## config.mk

```make
export PLATFORM = sky130hd
export DESIGN_NAME = tone_beeper
export DESIGN_NICKNAME = d
export VERILOG_FILES = /design/src/rtl/tone_beeper.sv
export SDC_FILE = /design/constraint.sdc
export NUM_CORES = 1
export LEC_CHECK = 0
export ABC_AREA = 1
export BUFFER_PORTS_ARGS = -buffer_cell sky130_fd_sc_hd__clkbuf_2
export CAP_MARGIN = 20
export CORE_MARGIN = 2
export CORE_UTILIZATION = 30
export CTS_CLUSTER_DIAMETER = 40
export CTS_CLUSTER_SIZE = 40
export DETAILED_ROUTE_END_ITERATION = 6
export PLACE_DENSITY = 0.54
export SYNTH_ARGS = -nofsm -noshare
export SYNTH_HDL_FRONTEND = slang
export SYNTH_SLANG_ARGS = --single-unit
export TNS_END_PERCENT = 10
```

## constraint.sdc

```tcl
create_clock -name clk -period 1.8 [get_ports clk]
set_input_delay 0.09 -clock clk [delete_from_list [all_inputs] [get_ports clk]]
set_output_delay 0.09 -clock clk [all_outputs]
set_load 0.1 [all_outputs]
```

## src/rtl/tone_beeper.sv

```systemverilog
module tone_beeper #(
  parameter int CLK_HZ  = 1_000_000,
  parameter int PHASE_W = 24,
  parameter int GAIN_W  = 4,
  parameter int PINS    = 4,
  parameter int DUR_W   = 8,
  parameter int DATA_W  = 32
) (
  input  logic              clk,
  input  logic              rst_n,
  input  logic              bus_cyc,
  input  logic              bus_stb,
  input  logic              bus_we,
  input  logic [1:0]        bus_adr,
  input  logic [DATA_W-1:0] bus_dat_w,
  output logic [DATA_W-1:0] bus_dat_r,
  output logic              bus_ack,
  output logic [PINS-1:0]   tone_pins
);
  localparam int TICK  = CLK_HZ / 1000;
  localparam int PRE_W = (TICK > 1) ? $clog2(TICK) : 1;
  localparam int GB_W  = PINS * GAIN_W;

  logic [PHASE_W-1:0] inc_q, acc_q;
  logic [GB_W-1:0]    gain_q;
  logic [DUR_W-1:0]   dur_q, ms_q;
  logic [PRE_W-1:0]   pre_q;
  logic               req, wr, wr_dur, busy, sq;
  logic               unused_dat;

  assign req    = bus_cyc & bus_stb & ~bus_ack;
  assign wr     = req & bus_we;
  assign wr_dur = wr & (bus_adr == 2'd2);
  assign busy   = (ms_q != dur_q);
  assign sq     = acc_q[PHASE_W-1];
  assign unused_dat = ^bus_dat_w[DATA_W-1:PHASE_W];

  always_ff @(posedge clk) begin
    if (!rst_n) begin
      bus_ack   <= 1'b0;
      bus_dat_r <= '0;
      inc_q     <= '0;
      gain_q    <= '0;
    end else begin
      bus_ack <= req;
      if (req) begin
        case (bus_adr)
          2'd0:    bus_dat_r <= DATA_W'(inc_q);
          2'd1:    bus_dat_r <= DATA_W'(gain_q);
          2'd2:    bus_dat_r <= DATA_W'({busy, dur_q});
          default: bus_dat_r <= '0;
        endcase
      end
      if (wr && bus_adr == 2'd0) inc_q  <= bus_dat_w[PHASE_W-1:0];
      if (wr && bus_adr == 2'd1) gain_q <= bus_dat_w[GB_W-1:0];
    end
  end

  always_ff @(posedge clk) begin
    if (!rst_n) acc_q <= '0;
    else        acc_q <= acc_q + inc_q;
  end

  always_ff @(posedge clk) begin
    if (!rst_n) begin
      dur_q <= '0;
      ms_q  <= '0;
      pre_q <= '0;
    end else if (wr_dur) begin
      dur_q <= bus_dat_w[DUR_W-1:0];
      ms_q  <= '0;
      pre_q <= '0;
    end else if (busy) begin
      if (pre_q == PRE_W'(TICK - 1)) begin
        pre_q <= '0;
        ms_q  <= ms_q + 1'b1;
      end else begin
        pre_q <= pre_q + 1'b1;
      end
    end
  end

  for (genvar i = 0; i < PINS; i++) begin : g_pin
    logic [GAIN_W-1:0] cnt_q;
    logic [GAIN_W-1:0] lvl;
    assign lvl = gain_q[i*GAIN_W +: GAIN_W];
    always_ff @(posedge clk) begin
      if (!rst_n) cnt_q <= '0;
      else        cnt_q <= cnt_q + 1'b1;
    end
    assign tone_pins[i] = busy & sq & (cnt_q < lvl);


    zero_gain_silent_chk: assert property (@(posedge clk) disable iff (!rst_n)
      (lvl == '0) |-> !tone_pins[i]);
  end


  ack_pulse_chk: assert property (@(posedge clk) disable iff (!rst_n)
    bus_ack |=> !bus_ack);

  ack_follows_req_chk: assert property (@(posedge clk) disable iff (!rst_n)
    (bus_cyc && bus_stb && !bus_ack) |=> bus_ack);

  dur_write_restart_chk: assert property (@(posedge clk) disable iff (!rst_n)
    wr_dur |=> (ms_q == '0 && pre_q == '0));

  idle_holds_chk: assert property (@(posedge clk) disable iff (!rst_n)
    (!busy && !wr_dur) |=> (!busy && tone_pins == '0));

  low_square_quiet_chk: assert property (@(posedge clk) disable iff (!rst_n)
    !sq |-> (tone_pins == '0));

  ms_bound_chk: assert property (@(posedge clk) disable iff (!rst_n)
    (busy && !wr_dur) |=> (ms_q <= dur_q));
endmodule

```

==> summary.md, run 1 <==
### STA
• **Slew Viols, Final** 0
• **total negative setup slack** -0.172 ns
• **final worst clock skew** 0.0169 ns
• **Max-slew headroom** 42.0%
• **worst-margin pin slew** 0.869 ns
• **Finish-stage setup viols** 3
• **highest clock rate** 0.534 GHz
• **Final Hold Viols** 0
• **min cycle time layout** 1.87 ns
• **final hold slack** 0.0304 ns
• **share of the clock period used by the worst path** 104%
• **PnR worst setup slack** -0.0733 ns
• **RSZ-0062 raised after global routing** true

### Hold path
• **type of the tightest min-delay check** in -> reg
• **Min-Delay Startpoint** bus_dat_w[0]
• **WHS Path Cells** 3
• **Hold Path End** gain_q[0]$_SDFFE_PN0P_

### Place
• **final RePlAce weighted congestion** 0.856
• **post-detailed-placement half-perimeter wirelength** 13700 um
• **Port Buf Inserts** 59
• **setup slack at placement** 0.0328 ns
• **total placed cells including tap cells** 1371
• **placed instance area** 7740 um2

### CTS
• **clock buffer count from CTS** 17
• **largest buffer count on any clock path** 2
• **TritonCTS Sinks** 131
• **clock transition at the registers of the reported paths** 0.06 ns
• **CTS tree** built
• **Clock H-tree levels** 4
• **Worst-Skew Late Latency** 0.43 ns
• **root buffer cell** sky130_fd_sc_hd__clkbuf_16

### Layout
• **final core occ** 38.3%
• **number of filler instances in the final layout** 2397
• **area delta synth->final** 24.9%
• **post-route insts no fill** 1429
• **number of antenna repair diodes** 0
• **post-route cell area** 8730 um2
• **fin nets** 1184
• **layout cell share with drive strength beyond 1** 16.9%

### Drt
• **DRT antenna net count** 0
• **DRC viols** 0
• **drt first pass iters** 5
• **vias per cell** 4.53
• **number of DRC markers in iteration 0** 312
• **wire length per cell** 13.0 um
• **detailed-route via count** 6476
• **Final Routed Wirelength** 18600 um

### Flow run
• **count of maximum capacitance violations** 0

### GRT
• **wire length of the first global-routing pass** 30100 um
• **number of global-route vias before repair** 6004
• **number of antenna violations at the first check in global routing** 0
• **largest net degree at the start of global routing** 47
• **All-Layer GR Usage** 15.6%
• **sum of overflow across all layers after global routing** 0

### Logic synthesis
• **mean cell area of the mapped netlist** 6.93 um2
• **post-synth top area share** 37.5%
• **fraction of registers with async set/reset** 0%
• **sequential element share of the synthesized area** 37.5%
• **Synthesis Warnings** 0
• **Distinct cells, synth** 40
• **Primary FF master, synth** sky130_fd_sc_hd__dfxtp_1
• **synthesized netlist cell count** 1009
• **top area cells in the synthesized netlist** sky130_fd_sc_hd__dfxtp_1, sky130_fd_sc_hd__nand2_1, sky130_fd_sc_hd__ha_1
• **Yosys top cell by area** sky130_fd_sc_hd__dfxtp_1
• **count of state elements after synthesis** 131
• **Cell Area, Synth** 6990 um2
• **EDFF count, synth** 0

### Worst setup path
• **required time of the critical path** 1.71 ns
• **Setup crit start kind** register
• **R2R Setup Slk** 0.08 ns
• **max incr delay on CP** 0.32 ns
• **RR Endpoint** acc_q[11]$_SDFF_PN0_
• **FF-to-FF Start** inc_q[5]$_SDFFE_PN0P_
• **critical path data arrival time** 1.78 ns
• **Worst Path Max Fanout** 2
• **Critical Path End Type** output port
• **Cell Chain, Critical Path** inv_2 -> ha_4 -> o21a_1 -> o211ai_1 -> nand2_1 -> nor2_4 -> buf_12
• **crit path kind** reg -> out
• **r2r worst-path depth** 9
• **Critical-path top delay cell** sky130_fd_sc_hd__dfxtp_2

### Die
• **ports placed on the boundary** 76
• **std cell rows** 55
• **starting density of the core** 30.7%
• **Die X-Extent** 157 um
• **area inside the core boundary** 22800 um2
• **Die Span Y** 157 um
• **floorplan die area** 24500 um2

### Power and ir drop
• **worst voltage drop across the vdd grid** 0.433 mV
• **power density cells** 809 nW/um2
• **Lkg Pwr** 3.86 nW
• **total power after layout** 7.07 mW

### Run status
• **failing checks** setup timing
• **result of the run** finished, violations left

where the power goes:
part | switching, mW | internal, mW | total [mW]
logic | 0.512 | 0.236 | 0.748
clock network | 1.48 | 1.80 | 3.28
registers | 0.0595 | 2.98 | 3.04
repair_timing:
| action | in CTS | in global routing |
|---|---|---|
| hold buffers | 22 | 0 |
| resized for setup | 17 | 31 |
| setup buffers | 4 | 0 |
| pin swaps | 13 | 3 |
| endpoints found under the setup margin | 4 | 24 |
| hold endpoints to repair | 30 | 0 |
cells in the mapped netlist, types with 2 or more instances:
master	count
sky130_fd_sc_hd__nand2_1	240
sky130_fd_sc_hd__dfxtp_1	131
sky130_fd_sc_hd__inv_1	126
sky130_fd_sc_hd__nor2_1	115
sky130_fd_sc_hd__a21oi_1	102
sky130_fd_sc_hd__o21ai_0	79
sky130_fd_sc_hd__nand3_1	46
sky130_fd_sc_hd__ha_1	41
sky130_fd_sc_hd__clkbuf_1	17
sky130_fd_sc_hd__xor2_1	12
sky130_fd_sc_hd__buf_4	11
sky130_fd_sc_hd__xnor2_1	8
sky130_fd_sc_hd__buf_2	7
sky130_fd_sc_hd__nand4_1	7
sky130_fd_sc_hd__nor3_1	7
sky130_fd_sc_hd__inv_2	5
sky130_fd_sc_hd__nand3b_1	5
sky130_fd_sc_hd__o21a_1	5
sky130_fd_sc_hd__buf_6	4
sky130_fd_sc_hd__nor3_2	4
sky130_fd_sc_hd__o211ai_1	4
sky130_fd_sc_hd__nand2_2	3
sky130_fd_sc_hd__nand2_4	3
sky130_fd_sc_hd__nor2_2	3
sky130_fd_sc_hd__o21bai_1	3
sky130_fd_sc_hd__o221ai_1	3
sky130_fd_sc_hd__o22ai_1	3
sky130_fd_sc_hd__clkinv_1	2
sky130_fd_sc_hd__or2_2	2
metal layers:
| metal | vias to the layer above | GRT usage (%) | part of all wire, % |
|---|---|---|---|
| met5 | - | 0 | 0 |
| met4 | 0 | 5.50 | 1.9 |
| met2 | 97 | 25.3 | 46 |
| met1 | 2942 | 20.5 | 49 |
| li1 | 3413 | - | - |
| met3 | 24 | 3.24 | 3.1 |
placed cells by master, fill, tap and decap left out, types with 4 or more instances in the layout:
| master | count |
|---|---|
| sky130_fd_sc_hd__buf_12 | 5 |
| sky130_fd_sc_hd__conb_1 | 8 |
| sky130_fd_sc_hd__xor2_1 | 12 |
| sky130_fd_sc_hd__o211ai_1 | 4 |
| sky130_fd_sc_hd__clkbuf_16 | 17 |
| sky130_fd_sc_hd__nand3b_1 | 5 |
| sky130_fd_sc_hd__nand2_1 | 234 |
| sky130_fd_sc_hd__nor3_2 | 4 |
| sky130_fd_sc_hd__o21ai_0 | 78 |
| sky130_fd_sc_hd__clkinv_4 | 4 |
| sky130_fd_sc_hd__a21oi_2 | 4 |
| sky130_fd_sc_hd__inv_6 | 4 |
| sky130_fd_sc_hd__ha_2 | 6 |
| sky130_fd_sc_hd__dlygate4sd3_1 | 22 |
| sky130_fd_sc_hd__nand3_1 | 46 |
| sky130_fd_sc_hd__clkbuf_2 | 55 |
| sky130_fd_sc_hd__inv_1 | 123 |
| sky130_fd_sc_hd__ha_4 | 8 |
| sky130_fd_sc_hd__ha_1 | 27 |
| sky130_fd_sc_hd__buf_4 | 25 |
| sky130_fd_sc_hd__a21oi_1 | 99 |
| sky130_fd_sc_hd__xnor2_1 | 8 |
| sky130_fd_sc_hd__inv_2 | 7 |
| sky130_fd_sc_hd__nand2_2 | 8 |
| sky130_fd_sc_hd__dfxtp_1 | 122 |
| sky130_fd_sc_hd__nand4_1 | 7 |
| sky130_fd_sc_hd__dfxtp_2 | 9 |
| sky130_fd_sc_hd__nor2_2 | 10 |
| sky130_fd_sc_hd__nand2_4 | 4 |
| sky130_fd_sc_hd__clkinvlp_4 | 4 |
| sky130_fd_sc_hd__o21a_1 | 5 |
| sky130_fd_sc_hd__nor3_1 | 7 |
| sky130_fd_sc_hd__nor2_1 | 105 |
| sky130_fd_sc_hd__nor2_4 | 4 |
worst max-delay path, delay by kind of cell (launching register included):
kind	cells	cell delay (ns)
flops	1	0.32
compound gates	2	0.30
buf+inv	2	0.25
simple gates	2	0.30
fa+ha+maj	1	0.19
kinds of logic after synthesis:
family                   synth area share (%)
AND/OR/NAND/NOR                          26.4
AO/OA/AOI/OAI                            15.3
buffers and inverters                    10.5
flip-flops                               37.5
adder cells (fa/ha/maj)                  7.62
XOR/XNOR                                 2.74
other                                  0.0536
layout make-up:
cell class | count | area (um2) | area share, %
tap | 313 | 392 | 4.48
clock buffer | 18 | 429 | 4.91
clock inverter | 14 | 123 | 1.40
inverter | 134 | 507 | 5.80
sequential | 131 | 2630 | 30.2
multi-input combinational | 712 | 3860 | 44.3
timing repair buffer | 107 | 783 | 8.97
how the worst max path moves through the flow:
stage	from	to	slack, ns	depth (start not counted)
3_3_place_gp	inc_q[0]$_SDFFE_PN0P_	acc_q[16]$_SDFF_PN0_	0.03	11
4_1_cts	gain_q[1]$_SDFFE_PN0P_	tone_pins[0]	-0.09	7
5_1_grt	gain_q[1]$_SDFFE_PN0P_	tone_pins[0]	-0.15	7
3_5_place_dp	inc_q[0]$_SDFFE_PN0P_	acc_q[16]$_SDFF_PN0_	0.03	11
2_1_floorplan	gain_q[1]$_SDFFE_PN0P_	tone_pins[0]	-0.08	6
6_report	gain_q[5]$_SDFFE_PN0P_	tone_pins[1]	-0.07	7
sequential cells by signal, summed over array words and instances, names as in the netlist:
signal       cells
acc_q           24
bus_dat_r       24
inc_q           24
g_pin.cnt_q     16
gain_q          16
pre_q           10
dur_q            8
ms_q             8
bus_ack          1
Power figures use the tool's default switching activity.
==> run 2, diff against run 1 <==
Clock period 1.8 ns to 2 ns, I/O delays scaled along.
==> run 2 against run 1 <==
Net effect: the flow now finishes without violations; worst setup slack improved by 0.13 ns; critical path type unchanged; non-clock buffer count fell by 13; die area unchanged; register-to-register slack better by 0.12 ns; routed wire length down 0.40%; global-route usage is 0.30 points higher; combinational power is 14% lower; clock skew down 0.0029 ns.
==> summary.md, run 2 (same netlist as run 1, synthesis figures left out) <==
### Layout
• **number of antenna repair diodes** 0, unchanged
• **most common library cell in the layout ignoring fill and taps** sky130_fd_sc_hd__nand2_1, unchanged
• **fin nets** 1171, was 1184
• **area delta synth->final** 22.6%, was 24.9%
• **post-route cell area** 8570 um2, was 8730 um2
• **final core occ** 37.6%, was 38.3%
• **number of filler instances in the final layout** 2427, was 2397
• **leading registers by flop count** acc_q (24), bus_dat_r (24), inc_q (24), unchanged
• **layout cell share with drive strength beyond 1** 12.9%, was 16.9%
• **highest-count cells in the layout ignoring fill and taps** sky130_fd_sc_hd__nand2_1, sky130_fd_sc_hd__inv_1, sky130_fd_sc_hd__dfxtp_1, unchanged

### STA
• **RSZ-0062 raised after global routing** true, unchanged
• **Finish-stage setup viols** 0, was 3
• **worst-margin pin slew** 0.846 ns, was 0.869 ns
• **final worst clock skew** 0.0140 ns, was 0.0169 ns
• **Slew Viols, Final** 0, unchanged
• **share of the clock period used by the worst path** 97.0%
• **min cycle time layout** 1.94 ns
• **Final Hold Viols** 0, unchanged
• **Max-slew headroom** 43.6%, was 42.0%
• **highest clock rate** 0.515 GHz

### Die
• **Die X-Extent** 157 um, unchanged
• **ports placed on the boundary** 76, unchanged
• **starting density of the core** 30.7%, unchanged
• **area inside the core boundary** 22800 um2, unchanged
• **std cell rows** 55, unchanged
• **floorplan die area** 24500 um2, unchanged
• **Die Span Y** 157 um, unchanged

### Worst setup path
• **RR Endpoint** acc_q[23]$_SDFF_PN0_, was acc_q[11]$_SDFF_PN0_
• **Setup crit start kind** register, unchanged
• **r2r worst-path depth** 10, was 9
• **CP Launch Point** gain_q[1]$_SDFFE_PN0P_, was gain_q[5]$_SDFFE_PN0P_
• **worst setup path endpoint** tone_pins[0], was tone_pins[1]
• **R2R Setup Slk** 0.20 ns, was 0.08 ns
• **crit path kind** reg -> out, unchanged
• **FF-to-FF Start** inc_q[10]$_SDFFE_PN0P_, was inc_q[5]$_SDFFE_PN0P_
• **required time of the critical path** 1.90 ns, was 1.71 ns
• **Critical Path End Type** output port, unchanged
• **Worst Path Max Fanout** 3, was 2
• **critical path data arrival time** 1.84 ns, was 1.78 ns

### Run status
• **result of the run** finished clean, was finished, violations left

### Drt
• **vias per cell** 4.50, was 4.53
• **detailed-route via count** 6379, was 6476
• **Final Routed Wirelength** 18600 um, about the same
• **wire length per cell** 13.1 um, was 13.0 um
• **DRT antenna net count** 0, unchanged
• **DRC viols** 0, unchanged
• **drt first pass iters** 5, unchanged
• **number of DRC markers in iteration 0** 427, was 312

### Power and ir drop
• **switching share of total power** 25.0%, was 29.0%
• **Lkg Pwr** 3.88 nW, was 3.86 nW
• **net switching component of the power** 1.73 mW, was 2.05 mW
• **worst voltage drop across the vdd grid** 0.473 mV, was 0.433 mV
• **combinational share of power** 9.2%, was 10.6%
• **share of total power in sequential cells** 39.4%, was 43.0%
• **power density cells** 809 nW/um2, about the same
• **relative contribution of the clock network to total power** 51.4%, was 46.4%
• **internal power** 5.20 mW, was 5.02 mW

### Place
• **placed instance area** 7640 um2, was 7740 um2
• **Port Buf Inserts** 59, unchanged
• **final RePlAce weighted congestion** 0.835, was 0.856
• **post-detailed-placement half-perimeter wirelength** 13600 um, was 13700 um

### GRT
• **sum of overflow across all layers after global routing** 0, unchanged
• **All-Layer GR Usage** 15.9%, was 15.6%
• **number of global-route vias before repair** 6132, was 6004
• **number of antenna violations at the first check in global routing** 0, unchanged
• **wire length of the first global-routing pass** 30700 um, was 30100 um
• **largest net degree at the start of global routing** 57, was 47

### CTS
• **TritonCTS Sinks** 131, unchanged
• **clock buffer count from CTS** 17, unchanged
• **CTS tree** built, unchanged
• **Clock H-tree levels** 4, unchanged
• **Worst-Skew Late Latency** 0.43 ns, about the same
• **clock transition at the registers of the reported paths** 0.06 ns, about the same
• **root buffer cell** sky130_fd_sc_hd__clkbuf_16, unchanged
• **largest buffer count on any clock path** 2, unchanged

### Hold path
• **type of the tightest min-delay check** in -> reg, unchanged

### Flow run
• **count of maximum capacitance violations** 0, unchanged

run 2: changes by cell type in the layout (fill, tap and decap cells not counted), moves of 4 or more:
cell,previous run,this run
sky130_fd_sc_hd__ha_4,8,1
sky130_fd_sc_hd__nor2_1,105,112
sky130_fd_sc_hd__nand2_2,8,2
sky130_fd_sc_hd__nor2_2,10,6
sky130_fd_sc_hd__buf_4,25,13
sky130_fd_sc_hd__nand2_1,234,240
sky130_fd_sc_hd__ha_2,6,0
sky130_fd_sc_hd__bufinv_16,0,5
sky130_fd_sc_hd__ha_1,27,40
run 2: area by class of cell:
type	count	area [um2]	share of cell area (%)
Clock inverter	11	198	2.31
Inverter	134	504	5.88
Sequential cell	131	2630	30.7
Clock buffer	21	470	5.49
Multi-Input combinational cell	712	3700	43.2
Tap cell	313	392	4.57
Timing Repair Buffer	94	673	7.85
run 2: timing repair:
item / CTS / global route
hold buffers: 22 / 0
setup buffers: 0 / 0
endpoints found under the setup margin: 4 / 7
pin swaps: 3 / 0
endpoints found under the hold margin: 29 / 0
resized for setup: 7 / 9
run 2: critical path: stages, from the launching register on:
cell and delay [ns]:
sky130_fd_sc_hd__dfxtp_2 0.31, sky130_fd_sc_hd__inv_2 0.09, sky130_fd_sc_hd__ha_4 0.20, sky130_fd_sc_hd__o21a_1 0.10, sky130_fd_sc_hd__o21ai_1 0.12, sky130_fd_sc_hd__nand2_1 0.10
sky130_fd_sc_hd__a211oi_4 0.28, sky130_fd_sc_hd__buf_12 0.21
run 2: worst min path at each step:
stage | start | endpoint | slack [ns] | cells past startpoint
after global placement | bus_dat_w[16] | inc_q[16]$_SDFFE_PN0P_ | 0.33 | 3
after CTS | bus_dat_w[6] | gain_q[6]$_SDFFE_PN0P_ | 0.03 | 3
after floorplan | bus_dat_w[16] | inc_q[16]$_SDFFE_PN0P_ | 0.23 | 2
after detailed placement | bus_dat_w[16] | inc_q[16]$_SDFFE_PN0P_ | 0.33 | 3
final | bus_dat_w[0] | gain_q[0]$_SDFFE_PN0P_ | 0.04 | 3
after global routing | bus_dat_w[0] | dur_q[0]$_SDFFE_PN0P_ | 0.06 | 3
run 2: stage by stage:
step	setup WS, ns	total power [mW]	hold WS (ns)	TNS (ns)	instances
3_5_place_dp	0.178	3.39	0.332	0	1362
5_1_grt	-0.0286	7.17	0.0554	-0.0286	1416
2_1_floorplan	-0.287	3.25	0.235	-1.14	1016
6_report	0.0594	6.93	0.0394	0	1416
4_1_cts	0.0228	7.00	0.0281	0	1416
3_3_place_gp	0.171	3.38	0.330	0	1362
run 2: power by group through the flow:
stage	sequential (mW)	clock, mW	combinational [mW]
6_report	2.73	3.56	0.640
5_1_grt	2.74	3.72	0.708
4_1_cts	2.73	3.63	0.643
3_5_place_dp	2.79	0	0.600
3_3_place_gp	2.79	0	0.595
2_1_floorplan	2.86	0	0.391
run 2: metal layers:
metal / vias to the layer above / track usage [%] / wire length [um]
met4: 0 / 5.20 / 336
met5: - / 0 / 0
met3: 20 / 3.85 / 768
met1: 2864 / 20.2 / 8910
li1: 3377 / - / -
met2: 118 / 26.5 / 8560
==> run 3, diff against run 2 <==
Settings changed: BUFFER_PORTS_ARGS -buffer_cell sky130_fd_sc_hd__clkbuf_2 to -buffer_cell sky130_fd_sc_hd__buf_2.
==> run 3 against run 2 <==
Net effect: utilization decreased by 0.37 points; critical path type unchanged; largest power group unchanged; maximum frequency rose by 0.70%; hold slack lost 0.0083 ns; final cell count about the same; largest cell class unchanged; register-to-register slack hardly changed.
==> summary.md, run 3 (same netlist as run 1, synthesis figures left out) <==
### Run status
• **result of the run** finished clean, unchanged

### STA
• **Final Hold Viols** 0, unchanged
• **RSZ-0062 raised after global routing** true, unchanged
• **final hold slack** 0.0311 ns, was 0.0394 ns
• **highest clock rate** 0.519 GHz, was 0.515 GHz
• **worst-margin pin slew** 0.861 ns, was 0.846 ns
• **Finish-stage setup viols** 0, unchanged
• **min cycle time layout** 1.93 ns, was 1.94 ns
• **Slew Viols, Final** 0, unchanged
• **Max-slew headroom** 42.6%, was 43.6%
• **share of the clock period used by the worst path** 96.4%, was 97.0%
• **final worst clock skew** 0.00879 ns, was 0.0140 ns

### Die
• **starting density of the core** 30.7%, unchanged
• **area inside the core boundary** 22800 um2, unchanged
• **ports placed on the boundary** 76, unchanged
• **Die Span Y** 157 um, unchanged
• **floorplan die area** 24500 um2, unchanged
• **std cell rows** 55, unchanged
• **Die X-Extent** 157 um, unchanged

### Worst setup path
• **R2R Setup Slk** 0.21 ns, was 0.20 ns
• **critical path data arrival time** 1.83 ns, was 1.84 ns
• **Setup crit start kind** register, unchanged
• **r2r worst-path depth** 10, unchanged
• **crit path kind** reg -> out, unchanged
• **Worst Path Max Fanout** 3, unchanged
• **RR Endpoint** acc_q[13]$_SDFF_PN0_, was acc_q[23]$_SDFF_PN0_
• **max incr delay on CP** 0.31 ns, about the same
• **required time of the critical path** 1.90 ns, about the same
• **Critical-path top delay cell** sky130_fd_sc_hd__dfxtp_2, unchanged
• **Cell Chain, Critical Path** inv_2 -> ha_4 -> o21a_1 -> o21ai_1 -> nand2_1 -> a211oi_4 -> buf_12, unchanged
• **FF-to-FF Start** inc_q[2]$_SDFFE_PN0P_, was inc_q[10]$_SDFFE_PN0P_
• **Critical Path End Type** output port, unchanged

### Layout
• **number of antenna repair diodes** 0, unchanged
• **multi-input gate area in the final layout** 3700 um2, about the same
• **highest-count cells in the layout ignoring fill and taps** sky130_fd_sc_hd__nand2_1, sky130_fd_sc_hd__dfxtp_1, sky130_fd_sc_hd__inv_1, was sky130_fd_sc_hd__nand2_1, sky130_fd_sc_hd__inv_1, sky130_fd_sc_hd__dfxtp_1
• **number of filler instances in the final layout** 2478, was 2427
• **fin nets** 1172, was 1171
• **layout cell share with drive strength beyond 1** 12.4%, was 12.9%
• **post-route cell area** 8490 um2, was 8570 um2
• **post-route insts no fill** 1417, was 1416
• **area used by sequential logic in the layout** 2630 um2, about the same
• **area delta synth->final** 21.4%, was 22.6%
• **leading registers by flop count** acc_q (24), bus_dat_r (24), inc_q (24), unchanged
• **most common library cell in the layout ignoring fill and taps** sky130_fd_sc_hd__nand2_1, unchanged

### CTS
• **clock transition at the registers of the reported paths** 0.06 ns, about the same
• **root buffer cell** sky130_fd_sc_hd__clkbuf_16, unchanged
• **Clock H-tree levels** 4, unchanged
• **largest buffer count on any clock path** 2, unchanged
• **TritonCTS Sinks** 131, unchanged
• **Worst-Skew Late Latency** 0.42 ns, was 0.43 ns
• **clock buffer count from CTS** 17, unchanged
• **CTS tree** built, unchanged

### Drt
• **DRC viols** 0, unchanged
• **drt first pass iters** 5, unchanged
• **detailed-route via count** 6481, was 6379
• **Final Routed Wirelength** 18700 um, was 18600 um
• **vias per cell** 4.57, was 4.50
• **wire length per cell** 13.2 um, was 13.1 um
• **DRT antenna net count** 0, unchanged
• **number of DRC markers in iteration 0** 348, was 427

### Place
• **total placed cells including tap cells** 1362, unchanged
• **Port Buf Inserts** 59, unchanged
• **post-detailed-placement half-perimeter wirelength** 13600 um, about the same
• **final RePlAce weighted congestion** 0.839, was 0.835
• **placed instance area** 7650 um2, was 7640 um2

### GRT
• **wire length of the first global-routing pass** 30400 um, was 30700 um
• **largest net degree at the start of global routing** 83, was 57
• **number of antenna violations at the first check in global routing** 0, unchanged
• **All-Layer GR Usage** 15.7%, was 15.9%
• **number of global-route vias before repair** 6060, was 6132
• **sum of overflow across all layers after global routing** 0, unchanged

### Hold path
• **Hold Path End** gain_q[0]$_SDFFE_PN0P_, unchanged
• **WHS Path Cells** 3, unchanged
• **Min-Delay Startpoint** bus_dat_w[0], unchanged
• **type of the tightest min-delay check** in -> reg, unchanged

### Power and ir drop
• **Lkg Pwr** 3.84 nW, was 3.88 nW
• **power density cells** 757 nW/um2, was 809 nW/um2
• **worst voltage drop across the vdd grid** 0.527 mV, was 0.473 mV

### Flow run
• **count of maximum capacitance violations** 0, unchanged

run 3: worst max path at each step:
stage,from,endpoint,slack (ns),depth (start not counted)
floorplan,ms_q[2]$_SDFFE_PP0P_,tone_pins[1],-0.29,8
global placement,inc_q[0]$_SDFFE_PN0P_,acc_q[16]$_SDFF_PN0_,0.16,11
detailed placement,inc_q[0]$_SDFFE_PN0P_,acc_q[16]$_SDFF_PN0_,0.16,11
CTS,gain_q[1]$_SDFFE_PN0P_,tone_pins[0],0.02,7
global route,gain_q[1]$_SDFFE_PN0P_,tone_pins[0],-0.02,7
finish,gain_q[1]$_SDFFE_PN0P_,tone_pins[0],0.07,7
run 3: stage by stage:
| step | total power [mW] | setup TNS, ns | util [%] | setup slack [ns] |
|---|---|---|---|---|
| after floorplan | 3.25 | -1.14 | - | -0.287 |
| after CTS | 6.50 | 0 | 37.2 | 0.0186 |
| after global routing | 6.67 | -0.0318 | 37.3 | -0.0241 |
| after global placement | 3.38 | 0 | 33.6 | 0.156 |
| after detailed placement | 3.39 | 0 | 33.6 | 0.160 |
| final | 6.42 | 0 | 37.3 | 0.0730 |
run 3: layout make-up:
type	instances	area share [%]
Timing Repair Buffer	95	8.17
Clock inverter	13	1.50
Clock buffer	19	5.22
Inverter	134	5.94
Tap cell	313	4.61
Sequential cell	131	30.9
Multi-Input combinational cell	712	43.6
run 3: report_power, final:
group / internal (mW) / total (mW) / switching, mW
Sequential: 2.68 / 2.73 / 0.0505
Combinational: 0.200 / 0.652 / 0.452
Clock: 1.76 / 3.04 / 1.28
run 3: per-layer routing:
layer	vias up	GRT usage [%]	part of all wire, %
met5	-	0	0
met4	0	4.50	1.5
met3	21	3.16	3.7
met1	2934	20.6	49
met2	136	26.1	46
li1	3390	-	-
run 3: timing repair:
| item | 4_1_cts | 5_1_grt |
|---|---|---|
| pin swaps | 4 | 1 |
| endpoints found under the hold margin | 30 | 0 |
| hold buffers | 22 | 0 |
| gates resized for setup | 8 | 3 |
| setup endpoints to repair | 4 | 6 |
| buffers inserted | 1 | 0 |
run 3: worst max-delay path: cells and delay by family, from the launching register on:
family / cells / cell delay, ns
AO/OA/AOI/OAI: 3 / 0.49
adder cells (fa/ha/maj): 1 / 0.21
buffers and inverters: 2 / 0.30
flip-flops: 1 / 0.31
AND/OR/NAND/NOR: 1 / 0.10
